==> config.mk <==
export PLATFORM = sky130hd
export DESIGN_NAME = fcvt_top
export DESIGN_NICKNAME = d
export VERILOG_FILES = /design/src/rtl/fcvt_pkg.sv /design/src/rtl/fcvt_ctl.sv /design/src/rtl/fcvt_unpack.sv /design/src/rtl/fcvt_round.sv /design/src/rtl/fcvt_sat.sv /design/src/rtl/fcvt_top.sv
export SDC_FILE = /design/constraint.sdc
export NUM_CORES = 1
export LEC_CHECK = 0
export BUFFER_PORTS_ARGS = -buffer_cell sky130_fd_sc_hd__buf_4
export CORE_AREA = 2 2 231 233
export CTS_CLUSTER_DIAMETER = 60
export DETAILED_ROUTE_END_ITERATION = 10
export DIE_AREA = 0 0 233 235
export PLACE_DENSITY = 0.51
export SYNTH_ARGS = -nofsm -noshare
export SYNTH_HDL_FRONTEND = slang
export SYNTH_HIERARCHICAL = 1
export SYNTH_SLANG_ARGS = --single-unit
==> constraint.sdc <==
create_clock -name clk -period 10.6 [get_ports clk]
set_clock_uncertainty 0.1 [all_clocks]
set_input_delay 1.06 -clock clk [delete_from_list [all_inputs] [get_ports clk]]
set_output_delay 1.06 -clock clk [all_outputs]
set_load 0.03 [all_outputs]
==> src/rtl/fcvt_pkg.sv <==
`timescale 1ns/1ps
package fcvt_pkg;
  localparam int IW      = 64;             // widest destination and operand width
  localparam int WW      = 32;             // narrow destination and binary32 width
  localparam int DEXP_W  = 11;
  localparam int DFRAC_W = 52;
  localparam int DBIAS   = 1023;
  localparam int SEXP_W  = 8;
  localparam int SFRAC_W = 23;
  localparam int SBIAS   = 127;
  localparam int MW      = DFRAC_W + 1;    // significand with hidden bit
  localparam int EW      = 13;             // signed unbiased exponent width

  typedef logic signed [EW-1:0] sexp_t;

  typedef enum logic [1:0] {
    RM_NEAR = 2'd0,
    RM_ZERO = 2'd1,
    RM_UP   = 2'd2,
    RM_DOWN = 2'd3
  } rmode_e;

  typedef struct packed {
    logic          sign;
    logic          is_nan;
    logic          is_inf;
    sexp_t         exp;
    logic [MW-1:0] mant;
  } unp_t;
endpackage

==> src/rtl/fcvt_ctl.sv <==
`timescale 1ns/1ps
module fcvt_ctl #(
  parameter int CTL_W     = 32,
  parameter int N2008_BIT = 18,
  parameter bit NEWER     = 1'b1
) (
  input  logic             clk,
  input  logic             rst,
  input  logic             wr_en,
  input  logic [CTL_W-1:0] wr_data,
  output logic [CTL_W-1:0] ctl_q
);
  localparam logic [CTL_W-1:0] N_MASK = CTL_W'(1) << N2008_BIT;

  logic [CTL_W-1:0] forced;
  logic [CTL_W-1:0] rst_val;

  generate
    if (NEWER) begin : g_newer
      assign forced  = wr_data | N_MASK;
      assign rst_val = N_MASK;
    end else begin : g_older
      assign forced  = wr_data & ~N_MASK;
      assign rst_val = '0;
    end
  endgenerate

  always_ff @(posedge clk) begin
    if (rst)        ctl_q <= rst_val;
    else if (wr_en) ctl_q <= forced;
  end
endmodule

==> src/rtl/fcvt_unpack.sv <==
`timescale 1ns/1ps
module fcvt_unpack
  import fcvt_pkg::*;
(
  input  logic [IW-1:0] src,
  input  logic          is_dbl,
  output unp_t          u
);
  logic [DEXP_W-1:0]  de;
  logic [DFRAC_W-1:0] df;
  logic [SEXP_W-1:0]  se;
  logic [SFRAC_W-1:0] sf;

  assign de = src[IW-2 -: DEXP_W];
  assign df = src[DFRAC_W-1:0];
  assign se = src[WW-2 -: SEXP_W];
  assign sf = src[SFRAC_W-1:0];

  always_comb begin
    if (is_dbl) begin
      u.sign   = src[IW-1];
      u.is_nan = (&de) & (|df);
      u.is_inf = (&de) & ~(|df);
      u.exp    = ((de == '0) ? sexp_t'(1) : sexp_t'(de)) - sexp_t'(DBIAS);
      u.mant   = {|de, df};
    end else begin
      u.sign   = src[WW-1];
      u.is_nan = (&se) & (|sf);
      u.is_inf = (&se) & ~(|sf);
      u.exp    = ((se == '0) ? sexp_t'(1) : sexp_t'(se)) - sexp_t'(SBIAS);
      u.mant   = {|se, sf, {(MW-1-SFRAC_W){1'b0}}};
    end
  end
endmodule

==> src/rtl/fcvt_round.sv <==
`timescale 1ns/1ps
module fcvt_round
  import fcvt_pkg::*;
(
  input  logic          sign,
  input  sexp_t         exp,
  input  logic [MW-1:0] mant,
  input  rmode_e        rm,
  output logic [IW:0]   mag,
  output logic          lost,
  output logic          huge
);
  // value = mant * 2^(exp - DFRAC_W); placed so bit PT is weight 2^0
  localparam int WIDE = MW + 2*IW - 1;
  localparam int SH_W = $clog2(2*IW);
  localparam int PT   = DFRAC_W + IW;

  logic [WIDE-1:0] wide;
  logic [SH_W-1:0] sh;
  logic            tiny;
  logic [IW-1:0]   ipart;
  logic            g;
  logic            st;
  logic            inc;

  always_comb begin
    huge = (exp >= sexp_t'(IW));
    tiny = (exp < -sexp_t'(IW));
    sh   = SH_W'(exp + sexp_t'(IW));
    wide = {{(WIDE-MW){1'b0}}, mant} << sh;
    if (tiny) begin
      ipart = '0;
      g     = 1'b0;
      st    = |mant;
    end else begin
      ipart = wide[PT+IW-1:PT];
      g     = wide[PT-1];
      st    = |wide[PT-2:0];
    end
    unique case (rm)
      RM_NEAR: inc = g & (st | ipart[0]);
      RM_ZERO: inc = 1'b0;
      RM_UP:   inc = (g | st) & ~sign;
      default: inc = (g | st) & sign;
    endcase
    mag  = {1'b0, ipart} + {{IW{1'b0}}, inc};
    lost = g | st;
  end
endmodule

==> src/rtl/fcvt_sat.sv <==
`timescale 1ns/1ps
module fcvt_sat
  import fcvt_pkg::*;
(
  input  logic          sign,
  input  logic          is_nan,
  input  logic          is_inf,
  input  logic [IW:0]   mag,
  input  logic          huge,
  input  logic          lost,
  input  logic          to_long,
  input  logic          nan2008,
  output logic [IW-1:0] data,
  output logic          invalid,
  output logic          inexact
);
  localparam logic [IW:0]   L_POS_LIM = {2'b00, {(IW-1){1'b1}}};
  localparam logic [IW:0]   L_NEG_LIM = {2'b01, {(IW-1){1'b0}}};
  localparam logic [IW:0]   W_POS_LIM = {{(IW-WW+2){1'b0}}, {(WW-1){1'b1}}};
  localparam logic [IW:0]   W_NEG_LIM = {{(IW-WW+1){1'b0}}, 1'b1, {(WW-1){1'b0}}};
  localparam logic [IW-1:0] L_POS_PAT = {1'b0, {(IW-1){1'b1}}};
  localparam logic [IW-1:0] L_NEG_PAT = {1'b1, {(IW-1){1'b0}}};
  localparam logic [IW-1:0] W_POS_PAT = {{(IW-WW+1){1'b0}}, {(WW-1){1'b1}}};
  localparam logic [IW-1:0] W_NEG_PAT = {{(IW-WW){1'b0}}, 1'b1, {(WW-1){1'b0}}};

  logic [IW:0]   pos_lim;
  logic [IW:0]   neg_lim;
  logic          over;
  logic [IW-1:0] sval;
  logic [IW-1:0] pos_pat;
  logic [IW-1:0] neg_pat;

  always_comb begin
    pos_lim = to_long ? L_POS_LIM : W_POS_LIM;
    neg_lim = to_long ? L_NEG_LIM : W_NEG_LIM;
    pos_pat = to_long ? L_POS_PAT : W_POS_PAT;
    neg_pat = to_long ? L_NEG_PAT : W_NEG_PAT;
    over    = huge | (sign ? (mag > neg_lim) : (mag > pos_lim));
    invalid = is_nan | is_inf | over;
    sval    = sign ? ((~mag[IW-1:0]) + {{(IW-1){1'b0}}, 1'b1}) : mag[IW-1:0];
    if (invalid) begin
      inexact = 1'b0;
      if (!nan2008)   data = pos_pat;
      else if (is_nan) data = '0;
      else if (sign)   data = neg_pat;
      else             data = pos_pat;
    end else begin
      inexact = lost;
      data    = to_long ? sval : {{(IW-WW){1'b0}}, sval[WW-1:0]};
    end
  end
endmodule

==> src/rtl/fcvt_top.sv <==
`timescale 1ns/1ps
module fcvt_top
  import fcvt_pkg::*;
#(
  parameter bit NEWER_VARIANT = 1'b1,
  parameter int CTL_W         = 32,
  parameter int RM_LSB        = 0,
  parameter int N2008_BIT     = 18
) (
  input  logic             clk,
  input  logic             rst,
  input  logic             cfg_wr_en,
  input  logic [CTL_W-1:0] cfg_wr_data,
  output logic [CTL_W-1:0] ctl_q,
  input  logic             op_valid,
  input  logic             op_is_double,
  input  logic             op_to_long,
  input  logic             op_use_ctl,
  input  logic [1:0]       op_rmode,
  input  logic [IW-1:0]    op_src,
  output logic             res_valid,
  output logic [IW-1:0]    res_data,
  output logic             res_invalid,
  output logic             res_inexact
);
  unp_t          u;
  rmode_e        rm;
  logic [IW:0]   mag;
  logic          lost;
  logic          huge;
  logic [IW-1:0] c_data;
  logic          c_invalid;
  logic          c_inexact;

  fcvt_ctl #(
    .CTL_W(CTL_W), .N2008_BIT(N2008_BIT), .NEWER(NEWER_VARIANT)
  ) u_ctl (
    .clk(clk), .rst(rst), .wr_en(cfg_wr_en), .wr_data(cfg_wr_data), .ctl_q(ctl_q)
  );

  fcvt_unpack u_unp (.src(op_src), .is_dbl(op_is_double), .u(u));

  assign rm = rmode_e'(op_use_ctl ? ctl_q[RM_LSB +: 2] : op_rmode);

  fcvt_round u_rnd (
    .sign(u.sign), .exp(u.exp), .mant(u.mant), .rm(rm),
    .mag(mag), .lost(lost), .huge(huge)
  );

  fcvt_sat u_sat (
    .sign(u.sign), .is_nan(u.is_nan), .is_inf(u.is_inf), .mag(mag),
    .huge(huge), .lost(lost), .to_long(op_to_long), .nan2008(ctl_q[N2008_BIT]),
    .data(c_data), .invalid(c_invalid), .inexact(c_inexact)
  );

  always_ff @(posedge clk) begin
    if (rst) begin
      res_valid   <= 1'b0;
      res_data    <= '0;
      res_invalid <= 1'b0;
      res_inexact <= 1'b0;
    end else begin
      res_valid <= op_valid;
      if (op_valid) begin
        res_data    <= c_data;
        res_invalid <= c_invalid;
        res_inexact <= c_inexact;
      end
    end
  end
endmodule

==> key figures, run 1 <==
Drt
  – Final ANT Viol Nets: 0
  – WL final: 65600 um
  – DRT Pass-1 Iters: 5
  – DRC Markers: 0
  – Average vias per placed instance: 5.75
  – DR iter-0 viols: 1626
  – Wire per inst: 22.7 um
  – Vias: 16600

Synth
  – Synthesized area per cell: 8.19 sq um
  – Yosys warns: 6
  – Synth top area share: 0.135
  – Gate count of the mapped netlist: 1896
  – Synth Register Bits: 98
  – Cell Area, Synth: 15500 sq um
  – Largest area contributor in the netlist: mux2i_1
  – Post-synth cell types: 97
  – Post-synth EDFFs: 0
  – Synth top area cells: mux2i_1 (14%), dfxtp_1 (13%), mux4_2 (7.0%), mux2_2 (6.1%), nor2_1 (5.3%)
  – Syn Nets: 2043
  – Sequential share of the synthesized area: 0.126
  – Most frequent cells after synthesis: nor2_1 (220), mux2i_1 (210), nand2_1 (138), dfxtp_1 (98), mux2_2 (84)
  – Share of flip-flops with an asynchronous set or reset: 0
  – Most common cell in the netlist: nor2_1
  – Ys flop type: dfxtp_1

Power
  – Final Power: 2220 uW
  – Net Sw Frac: 0.470
  – Power density cells: 116 nW/um^2
  – Seq pwr share: 0.187
  – Leakage: 0.00830 uW
  – Psw: 1040 uW
  – Worst-case vdd ir drop: 0.0993 mV
  – Internal: 1180 uW
  – Combinational share of power: 0.658
  – Clk pwr share: 0.155

STA
  – Sum Neg Setup Slack: 0 ns
  – Hold Vio Cnt, Final: 0
  – Tmin final: 9.94 ns
  – RSZ-0062 raised after global routing: no
  – Setup slack after layout: 0.663 ns
  – Slew Limit Fails: 0
  – Period utilization: 0.937
  – FMAX: 101 MHz
  – Relative slew margins: 0.219
  – Worst-margin pin slew: 1.17 ns
  – Final Setup Violations: 0

Final layout
  – Nets: 2338
  – Share of cells above drive strength 1: 0.281
  – ANT cells: 0
  – Final instance area: 19100 sq um
  – Register area: 1960 sq um
  – Area Overhead vs Synth: 23.2%
  – Area of the multi-input gates: 12600 sq um
  – Fin cells: 2884
  – Fillers: 5447

Status
  – Status: finished, final reports clean

Clocking
  – Resized cells post-CTS: 0
  – Worst-case clock buffer depth: 2
  – Clock root buffer: clkbuf_16
  – Clock transition at path regs: 0.07 ns
  – Clk sinks: 98
  – Post-CTS Hold Buffers: 0
  – CTS Buf Count: 9
  – Post-CTS setup buffer count: 0
  – H-tree Lvls: 3
  – CTS tree: done
  – Clock Latency Late Sink: 0.35 ns

Floorplanning
  – Die width: 233 um
  – Starting Density: 0.297
  – Core area: 52200 sq um
  – Die height: 235 um
  – Total die area: 54800 sq um
  – Num ports: 204
  – # rows: 84

Setup path
  – Flop-to-flop setup slack: 4.85 ns
  – Critical path endpoint category: register
  – WS Path Type: in -> reg
  – Worst Path Arrival: 10.03 ns
  – Startpoint types: input port
  – Buf/Inv on CP: 5
  – Delay-heaviest family, CP: compound AO/OA/AOI/OAI gates
  – Critical path's largest stage delay: 0.84 ns
  – Slowest CP cell: a222oi_1
  – Worst Path Required: 10.70 ns
  – CP Max Fanout: 33

Placement
  – Placement Setup Slack: 0.391 ns
  – Routability cong.: 1.01
  – IO Port Bufs: 201
  – DP Area: 18800 sq um
  – Dpl cells: 2868
  – Detail Placement HPWL: 52700 um

Job
  – Max-cap violation count: 0

GRT
  – Initial antenna violation count: 1
  – First-pass GRT wire length: 98900 um
  – Gr ovfl total: 0
  – Tot GR Track Use: 0.231
  – Vias in the first global route: 16000
  – Largest net degree at the start of global routing: 99

Hold path
  – HP Class: reg -> reg
==> cells by family after synthesis <==
logic type / synth area share
mux: 0.294
other cells: 0.000484
compound gates: 0.161
fa+ha+maj: 0.0339
buf+inv: 0.0673
xor+xnor: 0.0654
simple gates: 0.252
flops: 0.126
==> worst min-delay path, stage by stage, from the launching register on <==
cell,delay [ns]
dfxtp_1,0.33
mux2i_1,0.06
nor2_1,0.07
==> state kept, by name, summed over array words and instances (netlist names) <==
signal / flops
res_inexact: 1
res_data: 64
res_valid: 1
u_ctl/ctl_q: 31
res_invalid: 1
==> layer usage <==
layer	up-vias	GRT usage	share of wire
li1	7820	-	-
met1	7933	0.314	0.44
met2	682	0.368	0.45
met3	140	0.0266	0.062
met4	0	0.0996	0.046
met5	-	0	0
==> power groups by stage <==
stage	logic, uW	registers (uW)	clock network [uW]
2_1_floorplan	816	477	0
3_3_place_gp	1420	422	0
3_5_place_dp	1430	423	0
4_1_cts	1430	415	357
5_1_grt	1550	417	369
6_report	1460	414	344
==> final timing paths <==
kind,from,end,cells after the start
setup / recovery,op_src[54],res_data[32]$_SDFFE_PP0P_,38
hold / removal,res_data[34]$_SDFFE_PP0P_,res_data[34]$_SDFFE_PP0P_,2
setup reg to reg,u_ctl/ctl_q[1]$_SDFFE_PP0P_,res_data[32]$_SDFFE_PP0P_,19
hold reg to reg,res_data[34]$_SDFFE_PP0P_,res_data[34]$_SDFFE_PP0P_,2
==> layout by cell type (no fill, tap or decap), types with 16 or more instances in the layout <==
master and instances:
buf_4 412, nor2_1 219, mux2i_1 209, nand2_1 138, dfxtp_1 98, mux2_2 84
xor2_1 83, o21ai_0 74, nand3_1 58, a21oi_1 57, nor3_1 57, nor4_1 49
mux4_2 48, and2_1 48, nand4_1 46, ha_1 42, xnor2_1 33, inv_1 28
o31ai_1 24, a22oi_1 17, or4_1 17, a211oi_1 17, mux4_1 16, o211ai_1 16
==> stage by stage <==
step | utilization | hold slack (ns)
3_3_place_gp | 0.360 | 0.373
5_1_grt | 0.366 | 0.424
6_report | 0.366 | 0.394
3_5_place_dp | 0.360 | 0.383
2_1_floorplan | - | 0.530
4_1_cts | 0.366 | 0.401
==> layout make-up <==
type                    instances  area share
multi-input cells            1631       0.659
repair buffers                421       0.171
flip-flops and latches         98       0.103
well taps                     688      0.0450
clock buffers                   9      0.0118
inverters                      30     0.00589
clock inverters                 7     0.00491
(Power assumes the default switching activity.)
==> run 2: changes to the inputs <==
--- a/config.mk
+++ b/config.mk
@@ -11,6 +11,7 @@
 export DETAILED_ROUTE_END_ITERATION = 10
 export DIE_AREA = 0 0 233 235
 export PLACE_DENSITY = 0.51
+export REMOVE_ABC_BUFFERS = 1
 export SYNTH_ARGS = -nofsm -noshare
 export SYNTH_HDL_FRONTEND = slang
 export SYNTH_HIERARCHICAL = 1
==> key figures, run 2 (synthesized netlist as in run 1, its figures left out) <==
Drt
  – DRC Markers: 0 (unchanged)
  – DRT Pass-1 Iters: 6 (+1)
  – Wire per inst: 22.9 um (+0.76%)
  – DR iter-0 viols: 1706 (+4.9%)
  – Vias: 16700 (+0.95%)
  – Final ANT Viol Nets: 0 (unchanged)
  – WL final: 66200 um (+0.90%)
  – Average vias per placed instance: 5.79 (+0.81%)

Setup path
  – Worst reg2reg path endpoint: res_data[32]$_SDFFE_PP0P_
  – Critical path's largest stage delay: 0.55 ns (-0.29 ns)
  – WS Path Type: in -> reg
  – Slowest CP cell: and2_4
  – Worst Path Arrival: 10.05 ns (+0.02 ns)
  – Crit path from: op_src[54]
  – CP Max Fanout: 35 (+6.1%)
  – Critical path endpoint category: register
  – Startpoint types: input port
  – Worst Path Required: 10.72 ns (+0.02 ns)
  – RR Startpoint: u_ctl/ctl_q[1]$_SDFFE_PP0P_
  – Flop-to-flop setup slack: 4.99 ns (+0.14 ns)
  – R2R depth: 20 (+1)

Final layout
  – Commonest non-fill, non-tap cell in the layout: buf_4
  – Post-layout util: 0.365 (-0.00110)
  – Commonest non-fill, non-tap cells in the layout: buf_4 (420), nor2_1 (219), mux2i_1 (209)
  – Nets: 2341 (+0.13%)
  – Fin cells: 2888 (+0.14%)
  – Area Overhead vs Synth: 22.8%
  – Share of cells above drive strength 1: 0.282 (+0.000654)
  – Largest registers: res_data x64, u_ctl/ctl_q x31
  – Largest Register: res_data
  – Max reg flops: 64 (unchanged)
  – Fillers: 5507 (+1.1%)

Placement
  – Dpl cells: 2871 (+0.10%)
  – Placement Setup Slack: 0.492 ns (+0.101 ns)
  – IO Port Bufs: 201 (unchanged)
  – Detail Placement HPWL: 53500 um (+1.5%)
  – Routability cong.: 1.02 (+1.5%)

Clocking
  – Worst-case clock buffer depth: 2 (unchanged)
  – Clk sinks: 98 (unchanged)
  – CTS Buf Count: 9 (unchanged)
  – H-tree Lvls: 3 (unchanged)
  – Clock root buffer: clkbuf_16
  – Clock transition at path regs: 0.07 ns (about the same)
  – CTS tree: done
  – Post-CTS Hold Buffers: 0 (unchanged)
  – Resized cells post-CTS: 0 (unchanged)
  – Post-CTS setup buffer count: 0 (unchanged)
  – Clock Latency Late Sink: 0.36 ns (about the same)

Hold path
  – Worst Hold End: u_ctl/ctl_q[10]$_SDFFE_PP0P_
  – Hold path depth: 2 (unchanged)
  – Worst Hold Launch: u_ctl/ctl_q[10]$_SDFFE_PP0P_
  – HP Class: reg -> reg

Power
  – Worst-case vdd ir drop: 0.0790 mV (-20%)
  – Leakage: 0.00829 uW (-0.14%)
  – Power density cells: 116 nW/um^2 (-0.35%)

STA
  – Sum Neg Setup Slack: 0 ns (unchanged)
  – Relative slew margins: 0.174 (-0.0452)
  – Slew Limit Fails: 0 (unchanged)
  – Period utilization: 0.937 (about the same)
  – FMAX: 101 MHz (about the same)
  – Worst-margin pin slew: 1.23 ns (+0.0616 ns)
  – RSZ-0062 raised after global routing: no
  – Setup slack after layout: 0.665 ns (+0.00115 ns)
  – Hold Vio Cnt, Final: 0 (unchanged)
  – Tmin final: 9.94 ns (-0.00115 ns)
  – Final Setup Violations: 0 (unchanged)

Floorplanning
  – Die height: 235 um (unchanged)
  – Total die area: 54800 sq um (unchanged)
  – Die width: 233 um (unchanged)
  – Core area: 52200 sq um (unchanged)
  – # rows: 84 (unchanged)
  – Num ports: 204 (unchanged)
  – Starting Density: 0.297 (unchanged)

Job
  – Max-cap violation count: 0 (unchanged)

GRT
  – Most Used Layer, Global Route: met2
  – Initial antenna violation count: 0 (-1)
  – Global Route met1 Usage: 0.317 (+0.00316)
  – GR Util met2: 0.371 (+0.00307)
  – Vias in the first global route: 16300 (+1.5%)
  – Tot GR Track Use: 0.237 (+0.00536)
  – Largest net degree at the start of global routing: 99 (unchanged)
  – GR Util met3: 0.0323 (+0.00570)
  – First-pass GRT wire length: 101000 um (+1.8%)
  – Gr ovfl total: 0 (unchanged)

Status
  – Status: finished, final reports clean
==> run 2: worst max path at each step <==
stage / slack (ns) / end
3_5_place_dp: 0.49 / res_data[16]$_SDFFE_PP0P_
2_1_floorplan: -9.28 / res_data[32]$_SDFFE_PP0P_
6_report: 0.66 / res_data[8]$_SDFFE_PP0P_
3_3_place_gp: 0.51 / res_data[54]$_SDFFE_PP0P_
5_1_grt: 0.15 / res_data[34]$_SDFFE_PP0P_
4_1_cts: 0.84 / res_data[32]$_SDFFE_PP0P_
==> run 2: final cells by class <==
type | instances | area, sq um | share of cell area
multi-input combinational | 1631 | 12600 | 0.661
timing repair buffer | 424 | 3230 | 0.170
sequential | 98 | 1960 | 0.103
tap | 688 | 861 | 0.0452
clock buffer | 9 | 225 | 0.0118
inverter | 30 | 113 | 0.00591
clock inverter | 6 | 72.6 | 0.00381
antenna | 2 | 5.00 | 0.000263
==> run 2: critical path, delay by kind of cell <==
family	cells	cell delay [ns]
AO/OA/AOI/OAI	8	2.11
XOR/XNOR	1	0.17
adder cells (fa/ha/maj)	3	0.74
buffers and inverters	3	0.72
multiplexers	4	1.25
AND/OR/NAND/NOR	17	3.94
==> run 2: per-stage QoR <==
stage / hold WS, ns / total power [uW] / area, sq um
4_1_cts: 0.400 / 2190 / 19100
3_5_place_dp: 0.380 / 1840 / 18800
3_3_place_gp: 0.373 / 1830 / 18800
5_1_grt: 0.414 / 2320 / 19100
2_1_floorplan: 0.530 / 1280 / 14600
6_report: 0.394 / 2210 / 19100
==> run 2: metal layers <==
layer  wire [um]  vias to the layer above
li1            -                     7831
met1       29400                     8042
met2       29200                      697
met3        4200                      162
met4        3360                        0
met5           0                        -
==> run 2: where the power goes <==
| group | total, uW | leakage, uW | internal [uW] | switching, uW |
|---|---|---|---|---|
| Clock | 341 | 0.000149 | 186 | 156 |
| Sequential | 414 | 0.000809 | 397 | 16.1 |
| Combinational | 1450 | 0.00733 | 579 | 871 |
| Total | 2210 | 0.00829 | 1160 | 1040 |
==> run 3: changes to the inputs <==
--- a/config.mk
+++ b/config.mk
@@ -7,11 +7,11 @@
 export LEC_CHECK = 0
 export BUFFER_PORTS_ARGS = -buffer_cell sky130_fd_sc_hd__buf_4
 export CORE_AREA = 2 2 231 233
+export CTS_BUF_LIST = sky130_fd_sc_hd__clkbuf_8
 export CTS_CLUSTER_DIAMETER = 60
 export DETAILED_ROUTE_END_ITERATION = 10
 export DIE_AREA = 0 0 233 235
 export PLACE_DENSITY = 0.51
-export REMOVE_ABC_BUFFERS = 1
 export SYNTH_ARGS = -nofsm -noshare
 export SYNTH_HDL_FRONTEND = slang
 export SYNTH_HIERARCHICAL = 1
==> key figures, run 3 (synthesized netlist as in run 1, its figures left out) <==
Status
  – Status: finished, final reports clean

Final layout
  – Commonest non-fill, non-tap cell in the layout: buf_4
  – ANT cells: 0 (-2)
  – Max reg flops: 64 (unchanged)
  – Fin cells: 2884 (-0.14%)
  – Commonest non-fill, non-tap cells in the layout: buf_4 (412), nor2_1 (219), mux2i_1 (209)
  – Share of cells above drive strength 1: 0.281 (-0.00111)
  – Final instance area: 19000 sq um (-0.24%)
  – Largest Register: res_data
  – Area Overhead vs Synth: 22.5%
  – Largest registers: res_data x64, u_ctl/ctl_q x31
  – Nets: 2338 (-0.13%)

Setup path
  – R2R depth: 19 (-5.0%)
  – Flop-to-flop setup slack: 4.87 ns (-0.12 ns)
  – Worst reg2reg path endpoint: res_data[32]$_SDFFE_PP0P_
  – WS Path Type: in -> reg
  – CP Max Fanout: 31 (-11%)
  – Worst Path Arrival: 10.11 ns (+0.06 ns)
  – Crit path from: op_src[54]
  – RR Startpoint: u_ctl/ctl_q[1]$_SDFFE_PP0P_
  – Critical path endpoint category: register
  – Worst Path Required: 10.74 ns (+0.02 ns)
  – CP dominant cell by count: buf_4
  – Critical path's largest stage delay: 0.60 ns (+0.05 ns)
  – Startpoint types: input port
  – Slowest CP cell: nor2b_1

Power
  – Power density cells: 112 nW/um^2 (-2.9%)
  – Leakage: 0.00826 uW (-0.43%)
  – Worst-case vdd ir drop: 0.0609 mV (-23%)

STA
  – FMAX: 100 MHz (-0.40%)
  – Hold Vio Cnt, Final: 0 (unchanged)
  – Slew Limit Fails: 0 (unchanged)
  – Sum Neg Setup Slack: 0 ns (unchanged)
  – Relative slew margins: 0.216 (+0.0416)
  – Final Setup Violations: 0 (unchanged)
  – Period utilization: 0.941 (+0.00379)
  – Tmin final: 9.98 ns (+0.0402 ns)
  – Hold_ws: 0.401 ns (+0.00696 ns)
  – Worst-margin pin slew: 1.17 ns (-0.0563 ns)
  – RSZ-0062 raised after global routing: no

GRT
  – Tot GR Track Use: 0.231 (-0.00539)
  – First-pass GRT wire length: 98900 um (-1.8%)
  – Initial antenna violation count: 1 (+1)
  – Largest net degree at the start of global routing: 99 (unchanged)
  – Vias in the first global route: 16000 (-1.6%)
  – Gr ovfl total: 0 (unchanged)

Clocking
  – Worst-case clock buffer depth: 2 (unchanged)
  – CTS Buf Count: 9 (unchanged)
  – Resized cells post-CTS: 0 (unchanged)
  – Post-CTS Hold Buffers: 0 (unchanged)
  – CTS tree: done
  – Clock root buffer: clkbuf_8
  – Post-CTS setup buffer count: 0 (unchanged)
  – Clk sinks: 98 (unchanged)
  – H-tree Lvls: 3 (unchanged)
  – Clock Latency Late Sink: 0.39 ns (+0.03 ns)
  – Clock transition at path regs: 0.10 ns (+0.03 ns)

Placement
  – Routability cong.: 1.01 (-1.5%)
  – Detail Placement HPWL: 52700 um (-1.5%)
  – DP Area: 18800 sq um (+0.21%)
  – IO Port Bufs: 201 (unchanged)
  – Dpl cells: 2868 (-0.10%)

Drt
  – DRT Pass-1 Iters: 5 (-1)
  – Average vias per placed instance: 5.76 (-0.63%)
  – DR iter-0 viols: 1786 (+4.7%)
  – WL final: 65500 um (-1.1%)
  – Final ANT Viol Nets: 0 (unchanged)
  – Vias: 16600 (-0.77%)
  – Wire per inst: 22.7 um (-0.93%)
  – DRC Markers: 0 (unchanged)

Hold path
  – Worst Hold End: res_data[34]$_SDFFE_PP0P_
  – Hold path depth: 2 (unchanged)
  – Worst Hold Launch: res_data[34]$_SDFFE_PP0P_
  – HP Class: reg -> reg

Floorplanning
  – Die width: 233 um (unchanged)
  – Starting Density: 0.297 (unchanged)
  – # rows: 84 (unchanged)
  – Core area: 52200 sq um (unchanged)
  – Total die area: 54800 sq um (unchanged)
  – Die height: 235 um (unchanged)
  – Num ports: 204 (unchanged)

Job
  – Max-cap violation count: 0 (unchanged)
## run 3: cell types whose count changed in the layout (fill, tap and decap cells not counted)
cell and change:
clkbuf_16 -9, clkbuf_8 +9, buf_4 -8, buf_12 +5
diode_2 -2, a2111oi_0 +1, a2111oi_1 -1, clkinv_2 -1
clkinv_8 +1, clkinvlp_4 +1, inv_1 +1, inv_2 -1
inv_6 -1, inv_8 +1
## run 3: routing by layer
layer | part of all wire | track usage | vias to the layer above
met3 | 0.064 | 0.0273 | 146
li1 | - | - | 7823
met1 | 0.44 | 0.314 | 7925
met2 | 0.45 | 0.368 | 710
met5 | 0 | 0 | -
met4 | 0.046 | 0.0996 | 0
## run 3: how the worst max path moves through the flow
stage | cells after the start | to | slack [ns]
after floorplan | 34 | res_data[48]$_SDFFE_PP0P_ | 1.69
after global placement | 35 | res_data[40]$_SDFFE_PP0P_ | 0.53
after detailed placement | 38 | res_data[32]$_SDFFE_PP0P_ | 0.39
after CTS | 38 | res_data[32]$_SDFFE_PP0P_ | 0.80
after global routing | 38 | res_data[32]$_SDFFE_PP0P_ | 0.001
final | 38 | res_data[32]$_SDFFE_PP0P_ | 0.62
## run 3: cell type report
type                    instances  area, sq um
well taps                     688          861
clock inverters                 7         93.8
inverters                      30          113
multi-input cells            1631        12600
fillers                      5471        33200
flip-flops and latches         98         1960
clock buffers                   9          124
repair buffers                421         3270
## run 3: per-stage QoR
step                worst slack, ns  total power (uW)   util
detailed placement            0.391              1850  0.360
finish                        0.624              2140  0.364
floorplan                      1.69              1290      -
global placement              0.529              1840  0.360
CTS                           0.798              2120  0.364
global route                0.00102              2250  0.364
## run 3: worst max-delay path, delay by kind of cell
kind,cells,cell delay (ns)
buffers and inverters,5,0.79
muxes,1,0.18
and+or+nand+nor,17,3.95
xor gates and xnor gates,1,0.18
adders and majority gates,3,0.75
AOI/OAI and AO/OA,11,3.16
## run 3: report_power, final
part | leakage, uW | internal (uW) | switching [uW] | total [uW]
combinational | 0.00734 | 589 | 871 | 1460
clock | 0.000107 | 116 | 146 | 262
sequential | 0.000809 | 397 | 16.6 | 414
total | 0.00826 | 1100 | 1030 | 2140
